$ cat src/rtl/sstx_pkg.sv
package sstx_pkg;
  localparam int BITS  = 8;
  localparam int CNT_W = $clog2(BITS + 1);
  typedef logic [BITS-1:0] sbyte_t;
endpackage

$ cat src/rtl/sstx_clkgen.sv
module sstx_clkgen #(
  parameter int DIV_W = 8
) (
  input  logic             clk,
  input  logic             rst_n,
  input  logic             restart,
  input  logic             idle,
  input  logic             run,
  input  logic [DIV_W-1:0] div,
  output logic             sclk,
  output logic             rise_ev,
  output logic             fall_ev
);
  logic [DIV_W-1:0] cnt_q;
  logic             tog;

  assign tog     = run && (cnt_q == div);
  assign rise_ev = tog && !sclk;
  assign fall_ev = tog && sclk;

  always_ff @(posedge clk or negedge rst_n) begin
    if (!rst_n) begin
      cnt_q <= '0;
      sclk  <= 1'b1;
    end else if (restart) begin
      cnt_q <= '0;
    end else if (idle) begin
      cnt_q <= '0;
      sclk  <= 1'b1;
    end else if (run) begin
      if (tog) begin
        cnt_q <= '0;
        sclk  <= ~sclk;
      end else begin
        cnt_q <= cnt_q + 1'b1;
      end
    end
  end
endmodule

$ cat src/rtl/sstx_edge_sync.sv
module sstx_edge_sync #(
  parameter int STAGES = 2
) (
  input  logic clk,
  input  logic rst_n,
  input  logic async_in,
  output logic rise_ev,
  output logic fall_ev
);
  logic [STAGES:0] pipe_q;

  always_ff @(posedge clk or negedge rst_n) begin
    if (!rst_n) pipe_q <= '1;
    else        pipe_q <= {pipe_q[STAGES-1:0], async_in};
  end

  assign rise_ev = pipe_q[STAGES-1] && !pipe_q[STAGES];
  assign fall_ev = !pipe_q[STAGES-1] && pipe_q[STAGES];
endmodule

$ cat src/rtl/sstx_shifter.sv
module sstx_shifter
  import sstx_pkg::*;
(
  input  logic   clk,
  input  logic   rst_n,
  input  logic   load,
  input  sbyte_t load_data,
  input  logic   act_ev,
  input  logic   inact_ev,
  input  logic   line_hi,
  input  logic   flag_clr,
  output logic   txd,
  output logic   busy,
  output logic   last_bit,
  output logic   done_flag,
  output logic   irq
);
  sbyte_t           sh_q;
  logic [CNT_W-1:0] cnt_q;
  logic             pend_q;
  logic             finish;

  assign last_bit = (cnt_q == CNT_W'(BITS));
  assign finish   = busy && last_bit && line_hi;
  assign txd      = sh_q[0];

  always_ff @(posedge clk or negedge rst_n) begin
    if (!rst_n) begin
      sh_q      <= '1;
      cnt_q     <= '0;
      pend_q    <= 1'b0;
      busy      <= 1'b0;
      done_flag <= 1'b0;
      irq       <= 1'b0;
    end else begin
      irq <= 1'b0;
      if (load) begin
        sh_q      <= load_data;
        cnt_q     <= '0;
        pend_q    <= 1'b0;
        busy      <= 1'b1;
        done_flag <= 1'b0;
      end else if (busy) begin
        if (finish) begin
          busy      <= 1'b0;
          done_flag <= 1'b1;
          irq       <= 1'b1;
        end else if (act_ev && !last_bit) begin
          cnt_q  <= cnt_q + 1'b1;
          pend_q <= 1'b1;
        end else if (inact_ev && pend_q && !last_bit) begin
          sh_q   <= {sh_q[BITS-1], sh_q[BITS-1:1]};
          pend_q <= 1'b0;
        end
      end else if (flag_clr) begin
        done_flag <= 1'b0;
      end
    end
  end
endmodule

$ cat src/rtl/sync_shift_tx.sv
module sync_shift_tx
  import sstx_pkg::*;
#(
  parameter int DIV_W = 8
) (
  input  logic             clk,
  input  logic             rst_n,
  input  logic             cfg_clk_int,
  input  logic             cfg_fall_edge,
  input  logic [DIV_W-1:0] cfg_div,
  input  logic             s_valid,
  output logic             s_ready,
  input  logic [BITS-1:0]  s_data,
  input  logic             flag_clr,
  input  logic             sclk_in,
  output logic             sclk_out,
  output logic             sclk_oe,
  output logic             txd,
  output logic             busy,
  output logic             done_flag,
  output logic             irq
);
  logic accept, last_bit, gen_run;
  logic g_rise, g_fall, x_rise, x_fall;
  logic rise_ev, fall_ev, act_ev, inact_ev, line_hi;

  assign s_ready = !busy;
  assign accept  = s_valid && s_ready;
  assign sclk_oe = cfg_clk_int;
  assign gen_run = busy && cfg_clk_int && !(last_bit && sclk_out);

  sstx_clkgen #(.DIV_W(DIV_W)) u_gen (
    .clk(clk), .rst_n(rst_n), .restart(accept), .idle(!busy),
    .run(gen_run), .div(cfg_div), .sclk(sclk_out),
    .rise_ev(g_rise), .fall_ev(g_fall)
  );

  sstx_edge_sync #(.STAGES(2)) u_sync (
    .clk(clk), .rst_n(rst_n), .async_in(sclk_in),
    .rise_ev(x_rise), .fall_ev(x_fall)
  );

  always_comb begin
    rise_ev  = cfg_clk_int ? g_rise : x_rise;
    fall_ev  = cfg_clk_int ? g_fall : x_fall;
    act_ev   = cfg_fall_edge ? fall_ev : rise_ev;
    inact_ev = cfg_fall_edge ? rise_ev : fall_ev;
    line_hi  = cfg_clk_int ? sclk_out : 1'b1;
  end

  sstx_shifter u_sh (
    .clk(clk), .rst_n(rst_n), .load(accept), .load_data(s_data),
    .act_ev(act_ev), .inact_ev(inact_ev), .line_hi(line_hi),
    .flag_clr(flag_clr), .txd(txd), .busy(busy), .last_bit(last_bit),
    .done_flag(done_flag), .irq(irq)
  );
endmodule

$ cat config.mk
export PLATFORM = sky130hd
export DESIGN_NAME = sync_shift_tx
export DESIGN_NICKNAME = d
export VERILOG_FILES = /design/src/rtl/sstx_pkg.sv /design/src/rtl/sstx_clkgen.sv /design/src/rtl/sstx_edge_sync.sv /design/src/rtl/sstx_shifter.sv /design/src/rtl/sync_shift_tx.sv
export SDC_FILE = /design/constraint.sdc
export NUM_CORES = 1
export LEC_CHECK = 0
export ABC_CLOCK_PERIOD_IN_PS = 2400
export BUFFER_PORTS_ARGS = -buffer_cell sky130_fd_sc_hd__buf_2
export CAP_MARGIN = 20
export CELL_PAD_IN_SITES_DETAIL_PLACEMENT = 1
export CELL_PAD_IN_SITES_GLOBAL_PLACEMENT = 1
export CORE_MARGIN = 2
export CORE_UTILIZATION = 23
export CTS_CLUSTER_DIAMETER = 100
export DETAILED_ROUTE_END_ITERATION = 12
export PLACE_DENSITY = 0.55
export SETUP_SLACK_MARGIN = 0.3
export SYNTH_ARGS = -nofsm -noshare
export SYNTH_HDL_FRONTEND = slang
export SYNTH_SLANG_ARGS = --single-unit
export TNS_END_PERCENT = 50
$ cat constraint.sdc
create_clock -name clk -period 2.4 [get_ports clk]
set_clock_uncertainty 0.15 [all_clocks]
set_input_delay 0.6 -clock clk [delete_from_list [all_inputs] [get_ports clk]]
set_output_delay 0.6 -clock clk [all_outputs]
set_load 0.03 [all_outputs]
-- Yosys cells after proc, flatten, opt, wreduce, memory -nomap -nowiden
Cells that the tools add are included.
- logic and storage cells: 88
- memory bits (read-only): 0
- memory bits (writable): 0
- bits in latches: 0
- bits in registers: 28
- memories: 0
- output and inout bits: 7
- input bits: 23
- reductions and logical operators: 30
- bitwise operators: 2
- add/sub/neg operators: 2
- mux-type cells: 36
- divide/modulo/power cells: 0
- magnitude comparators: 0
- $mul: 0
- eq/ne operators: 8
- shift-type cells: 0
- operators with widths (cell ; number):
    $mux 8 ; 8
    $mux 1 ; 23
    $mux 4 ; 4
    $logic_and 1x1->1 ; 14
    $reduce_and 3->1 ; 3
    $add 8x1->8 const B ; 1
    $eq 8x8->1 ; 1
    $ne 2x2->1 const B ; 4
    $mux 7 ; 1
    $logic_not 1->1 ; 6
    $ne 3x3->1 const B ; 2
    $reduce_bool 2->1 ; 3
    $reduce_bool 3->1 ; 2
    $add 4x1->4 const B ; 1
    $eq 4x4->1 const B ; 1
    $reduce_and 4->1 ; 1
    $not 1->1 ; 2
    $reduce_and 2->1 ; 1

-- Longest topological paths before layout
- depth after elaboration: 15
- mapped depth: 9

-- By module
Synthesis repeated with hierarchy kept, for this count alone.
- cells, all modules: 153
- area total of the unflattened synthesis: 1601.5 um^2
- by module, submodules not included (module ; sequential area each (um^2) ; area an instance (um^2) ; instances ; cells each):
    sstx_shifter ; 410.4 ; 830.8 ; 1 ; 76
    sstx_clkgen ; 226.5 ; 590.6 ; 1 ; 64
    sstx_edge_sync ; 78.8 ; 93.8 ; 1 ; 5
    sync_shift_tx ; 0.0 ; 86.3 ; 1 ; 8

-- Worst setup path after synthesis
OpenSTA, ideal clock, no wires.
- path kind: register to register
- start: register u_sh.cnt_q[0]
- end: register u_sh.sh_q[0]
- path buffers: 2
- required time: 2166 ps
- cell stages (with the launch flop): 10
- arrival: 1896 ps
- period minus slack after synthesis: 2131 ps
- setup slack: 269 ps
- path through: dfrtp_1 inv_1 ha_1 and3b_2 a211oi_4 a41o_1 buf_6 and2_4 buf_8 o211ai_2
- word-level cells in the longest chain between the ends: 12
- elaborated cells on any way between the ends: 21
- those cells by class: eq/ne: 3; mux: 4; reduce/logical: 14
- RTL lines (what ; RTL line ; text):
    start: declaration ; sstx_shifter.sv:19 ; logic [CNT_W-1:0] cnt_q;
    start signal: assignment ; sstx_shifter.sv:49 ; cnt_q <= cnt_q + 1'b1;
    $eq 4x4->1 * ; sstx_shifter.sv:23 ; assign last_bit = (cnt_q == CNT_W'(BITS));
    $logic_and 1x1->1 ; sync_shift_tx.sv:30 ; assign gen_run = busy && cfg_clk_int && !(last_bit && sclk_out);
    $logic_not 1->1 ; sync_shift_tx.sv:30 ;
    $logic_and 1x1->1 ; sync_shift_tx.sv:30 ;
    $logic_and 1x1->1 ; sstx_clkgen.sv:17 ; assign tog = run && (cnt_q == div);
    $logic_and 1x1->1, on equally long branches ; sstx_clkgen.sv:19, sstx_clkgen.sv:18 ;
    $mux 1, on equally long branches ; sync_shift_tx.sv:45, sync_shift_tx.sv:44 ;
    $mux 1 ; sync_shift_tx.sv:47 ; inact_ev = cfg_fall_edge ? rise_ev : fall_ev;
    $logic_and 1x1->1 (2 in series) ; sstx_shifter.sv:51 ; end else if (inact_ev && pend_q && !last_bit) begin
    $reduce_bool 2->1 (no line) ; - ;
    $reduce_and 4->1 (no line) * ; - ;
    end signal: assignment ; sstx_shifter.sv:38 ; sh_q <= load_data;
    end signal: assignment ; sstx_shifter.sv:52 ; sh_q <= {sh_q[BITS-1], sh_q[BITS-1:1]};
    end: declaration ; sstx_shifter.sv:18 ; sbyte_t sh_q;
Mark *: on every way between the ends. The rest lies on a longest branch, timed or not.
A chain may end at the register's enable or synchronous reset.

-- Worst setup path in the final report
- start: register u_sh.cnt_q[0]
- end: register u_sh.cnt_q[2]
- word-level cells in the longest chain between the ends: 11
- elaborated cells on any way between the ends: 22
- those cells by class: add/sub: 1; eq/ne: 2; mux: 7; reduce/logical: 12
- RTL lines (what ; RTL line ; text):
    $eq 4x4->1 ; sstx_shifter.sv:23 ;
    $logic_and 1x1->1 ; sync_shift_tx.sv:30 ;
    $logic_not 1->1 ; sync_shift_tx.sv:30 ;
    $logic_and 1x1->1 ; sync_shift_tx.sv:30 ;
    $logic_and 1x1->1 ; sstx_clkgen.sv:17 ;
    $logic_and 1x1->1, on equally long branches ; sstx_clkgen.sv:18, sstx_clkgen.sv:19 ;
    $mux 1, on equally long branches ; sync_shift_tx.sv:44, sync_shift_tx.sv:45 ;
    $mux 1 ; sync_shift_tx.sv:46 ; act_ev = cfg_fall_edge ? fall_ev : rise_ev;
    $logic_and 1x1->1 ; sstx_shifter.sv:48 ; end else if (act_ev && !last_bit) begin
    $reduce_bool 2->1 (no line) ; - ;
    $reduce_and 3->1 (no line) ; - ;
Parallel ways exist; a longest one is shown, timed or not. The select of a mux whose other input is x is not followed.

==> run metrics <==
Post-Syn Nets=188; die width=88.5 um; final setup vio count=0; HP Class=input port to asynchronous set/reset pin; CTS Root Cell=clkbuf_8; vias per cell=about 4.5; switching power total=0.874 mW; most common cell after layout, fill and taps aside=buf_2; switch share=approximately 41%; Placeable Area=between 0.006 and 0.007 mm2; Tightest Pin Transition=approximately 0.65 ns; clock share of power=between 10% and 20%; Critical Path End Type=flop; CP required=approximately 2.4 ns; EDFF count, synth=0; RSZ-0062 raised after global routing=yes; I/O pins=30; later-pin clock latency in the skew report=between 0.2 and 0.3 ns; hold violation count in the final report=0; Initial Util=23.9%; largest net degree at the start of global routing=29; fin. max-slew vios=0; Tmin final=a little over 2 ns; fin crit share=around 85%; hold-fix buffers at CTS=0; critical path peak fanout=5; dpl ws=~0.055 ns; Pint=~1.3 mW; CTS Buf Count=3; Initial DRT Pass Iterations=4; area grow syn2layout=26.4%; initial antenna violation count=0; sequential power share=about two fifths; global route overflow=0; Worst VDD drop=between 0.3 and 0.4 mV; Clock Sink Count=28; worst setup margin=roughly 0.35 ns; DRT iter0 DRCs=68; ranking of synthesized cells by area=dfrtp_1, dfstp_2, nand2_1; Rel. slew slack=between 50% and 60%; crit path DAT=about 2.1 ns; synthesized cell area=0.00164 mm2; Synth Register Bits=28; GPL Wtd Cong=around 0.69; layout cells sized above 1=a little over two fifths; synth warn=0; wire per inst=~13 um; commonest cells after routing, fill and taps aside=buf_2, nand2_1, dfrtp_1; n_diodes=0; Syn Area/Cell=approximately 10 um2; DP HPWL=just under 3 mm; cell taking the most area after synthesis=dfrtp_1; share of total power in combinational logic=around 44%; Detailed Route WL=3.93 mm; Fill cells=807; sequential area share after synthesis=between 40% and 50%; max cap viols=0; status=completed; vias=about 1.3k; # DRC=0; Post-synth top flop=dfrtp_1; Post-synth ARST share=100%; vias in the first global route=~1.3k; clk buf depth=2; top cell type's share of synthesized area=between 20% and 30%; power density over the cells=1030 mW/mm2; critical setup path kind=flop to flop; first-pass GRT wire length=6.41 mm; cell count after synthesis=roughly 160; Setup TNS=0 ns; DIE AREA=0.00783 mm2; gr usage total=roughly a tenth; LEAKAGE=about 0.91 nW; Die H=88.5 um; H-tree levels=1; TritonCTS clock tree=built; Startpoint Class=flop; final antenna-violating net count=0; site row count=30; Nets=226; Worst-path clk slew=about 0.1 ns; fmax=roughly 490 MHz; Yosys cell types=41; number of buffers added on ports=29
[timing repair]
item | CTS | global route
hold endpoints to repair | 0 | 0
setup endpoints to repair | 6 | 14
buffers inserted | 2 | 2
pin swaps | 4 | 10
gates resized for setup | 4 | 9
[cell type report]
| type | count | area, um2 | area share (%) |
|---|---|---|---|
| inverter | 5 | 32.5 | 1.57 |
| clock buffer | 4 | 66.3 | 3.19 |
| sequential | 28 | 716 | 34.5 |
| tap | 96 | 120 | 5.79 |
| multi-input combinational | 122 | 910 | 43.8 |
| timing repair buffer | 40 | 231 | 11.2 |
[power by group through the flow]
stage / Combinational (mW) / Sequential [mW] / Clock, mW
after floorplan: 0.611 / 0.871 / 0
after global placement: 0.820 / 0.869 / 0
after detailed placement: 0.836 / 0.871 / 0
after CTS: 0.914 / 0.857 / 0.347
after global routing: 1.06 / 0.886 / 0.362
final: 0.941 / 0.857 / 0.340
[metrics by stage]
stage | utilization (%) | power [mW] | hold slack [ns] | std cells | instance area [um2]
after CTS | 29.5 | 2.12 | 0.216 | 293 | 2020
after floorplan | - | 1.48 | 0.154 | 162 | 1640
final | 30.2 | 2.14 | 0.187 | 295 | 2080
after detailed placement | 27.7 | 1.71 | 0.201 | 287 | 1900
after global routing | 30.2 | 2.30 | 0.219 | 295 | 2080
after global placement | 27.7 | 1.69 | 0.199 | 287 | 1900
[path summary, 6_finish.rpt]
path / from / to / slack (ns) / cells after the start
max: u_sh.cnt_q[0]$_DFFE_PN0P_ / u_sh.cnt_q[2]$_DFFE_PN0P_ / 0.35 / 7
min: rst_n / u_sh.irq$_DFF_PN0_ / 0.19 / 1
max reg2reg: u_sh.cnt_q[0]$_DFFE_PN0P_ / u_sh.cnt_q[2]$_DFFE_PN0P_ / 0.35 / 7
min reg2reg: u_sync.pipe_q[0]$_DFF_PN1_ / u_sync.pipe_q[1]$_DFF_PN1_ / 0.21 / 0
max in group asynchronous: rst_n / u_sh.cnt_q[1]$_DFFE_PN0P_ / 1.49 / 1
min in group clk: u_sync.pipe_q[0]$_DFF_PN1_ / u_sync.pipe_q[1]$_DFF_PN1_ / 0.21 / 0
[per-layer routing]
| metal | track usage [%] | up-vias | wire, um |
|---|---|---|---|
| met5 | 0 | - | 0 |
| met4 | 2.48 | 0 | 13 |
| met3 | 1.59 | 2 | 88 |
| met2 | 16.7 | 18 | 1860 |
| met1 | 15.1 | 657 | 1960 |
| li1 | - | 652 | - |
[cells in the mapped netlist (2+ instances only)]
| master | number |
|---|---|
| clkbuf_1 | 2 |
| mux2i_1 | 2 |
| inv_1 | 4 |
| nand3b_1 | 3 |
| a21oi_1 | 6 |
| xor2_1 | 10 |
| or3b_2 | 2 |
| o211ai_2 | 7 |
| ha_1 | 3 |
| nor4_2 | 2 |
| xnor2_1 | 5 |
| nand3_1 | 13 |
| nand2_1 | 26 |
| o21ai_0 | 6 |
| a41o_1 | 3 |
| o2111ai_1 | 2 |
| buf_6 | 2 |
| a2111oi_2 | 2 |
| dfrtp_1 | 16 |
| nor2_1 | 14 |
| dfstp_2 | 12 |
[registers in the layout, summed over array words and instances, names as in the netlist, 3 cells and up]
signal         count
u_sync.pipe_q      3
u_gen.cnt_q        8
u_sh.sh_q          8
u_sh.cnt_q         4
[kinds of logic (layout without fill, tap and decap cells)]
kind of cell    count (synthesis)  count (layout)  synth area share [%]
compound gates                 35              35                  19.0
xor+xnor                       15              15                  8.00
fa+ha+maj                       3               3                  2.29
buf+inv                        12              49                  5.49
flops                          28              28                  43.6
mux                             2               2                  1.22
simple gates                   67              67                  20.4
[worst max-delay path, cell delays in order, from the launching register on]
cell	delay [ns]
dfrtp_1	0.39
inv_2	0.05
ha_2	0.18
and3b_2	0.23
a211oi_4	0.33
a41o_2	0.32
a31oi_1	0.09
a41o_1	0.21
Power figures use the tool's default switching activity.
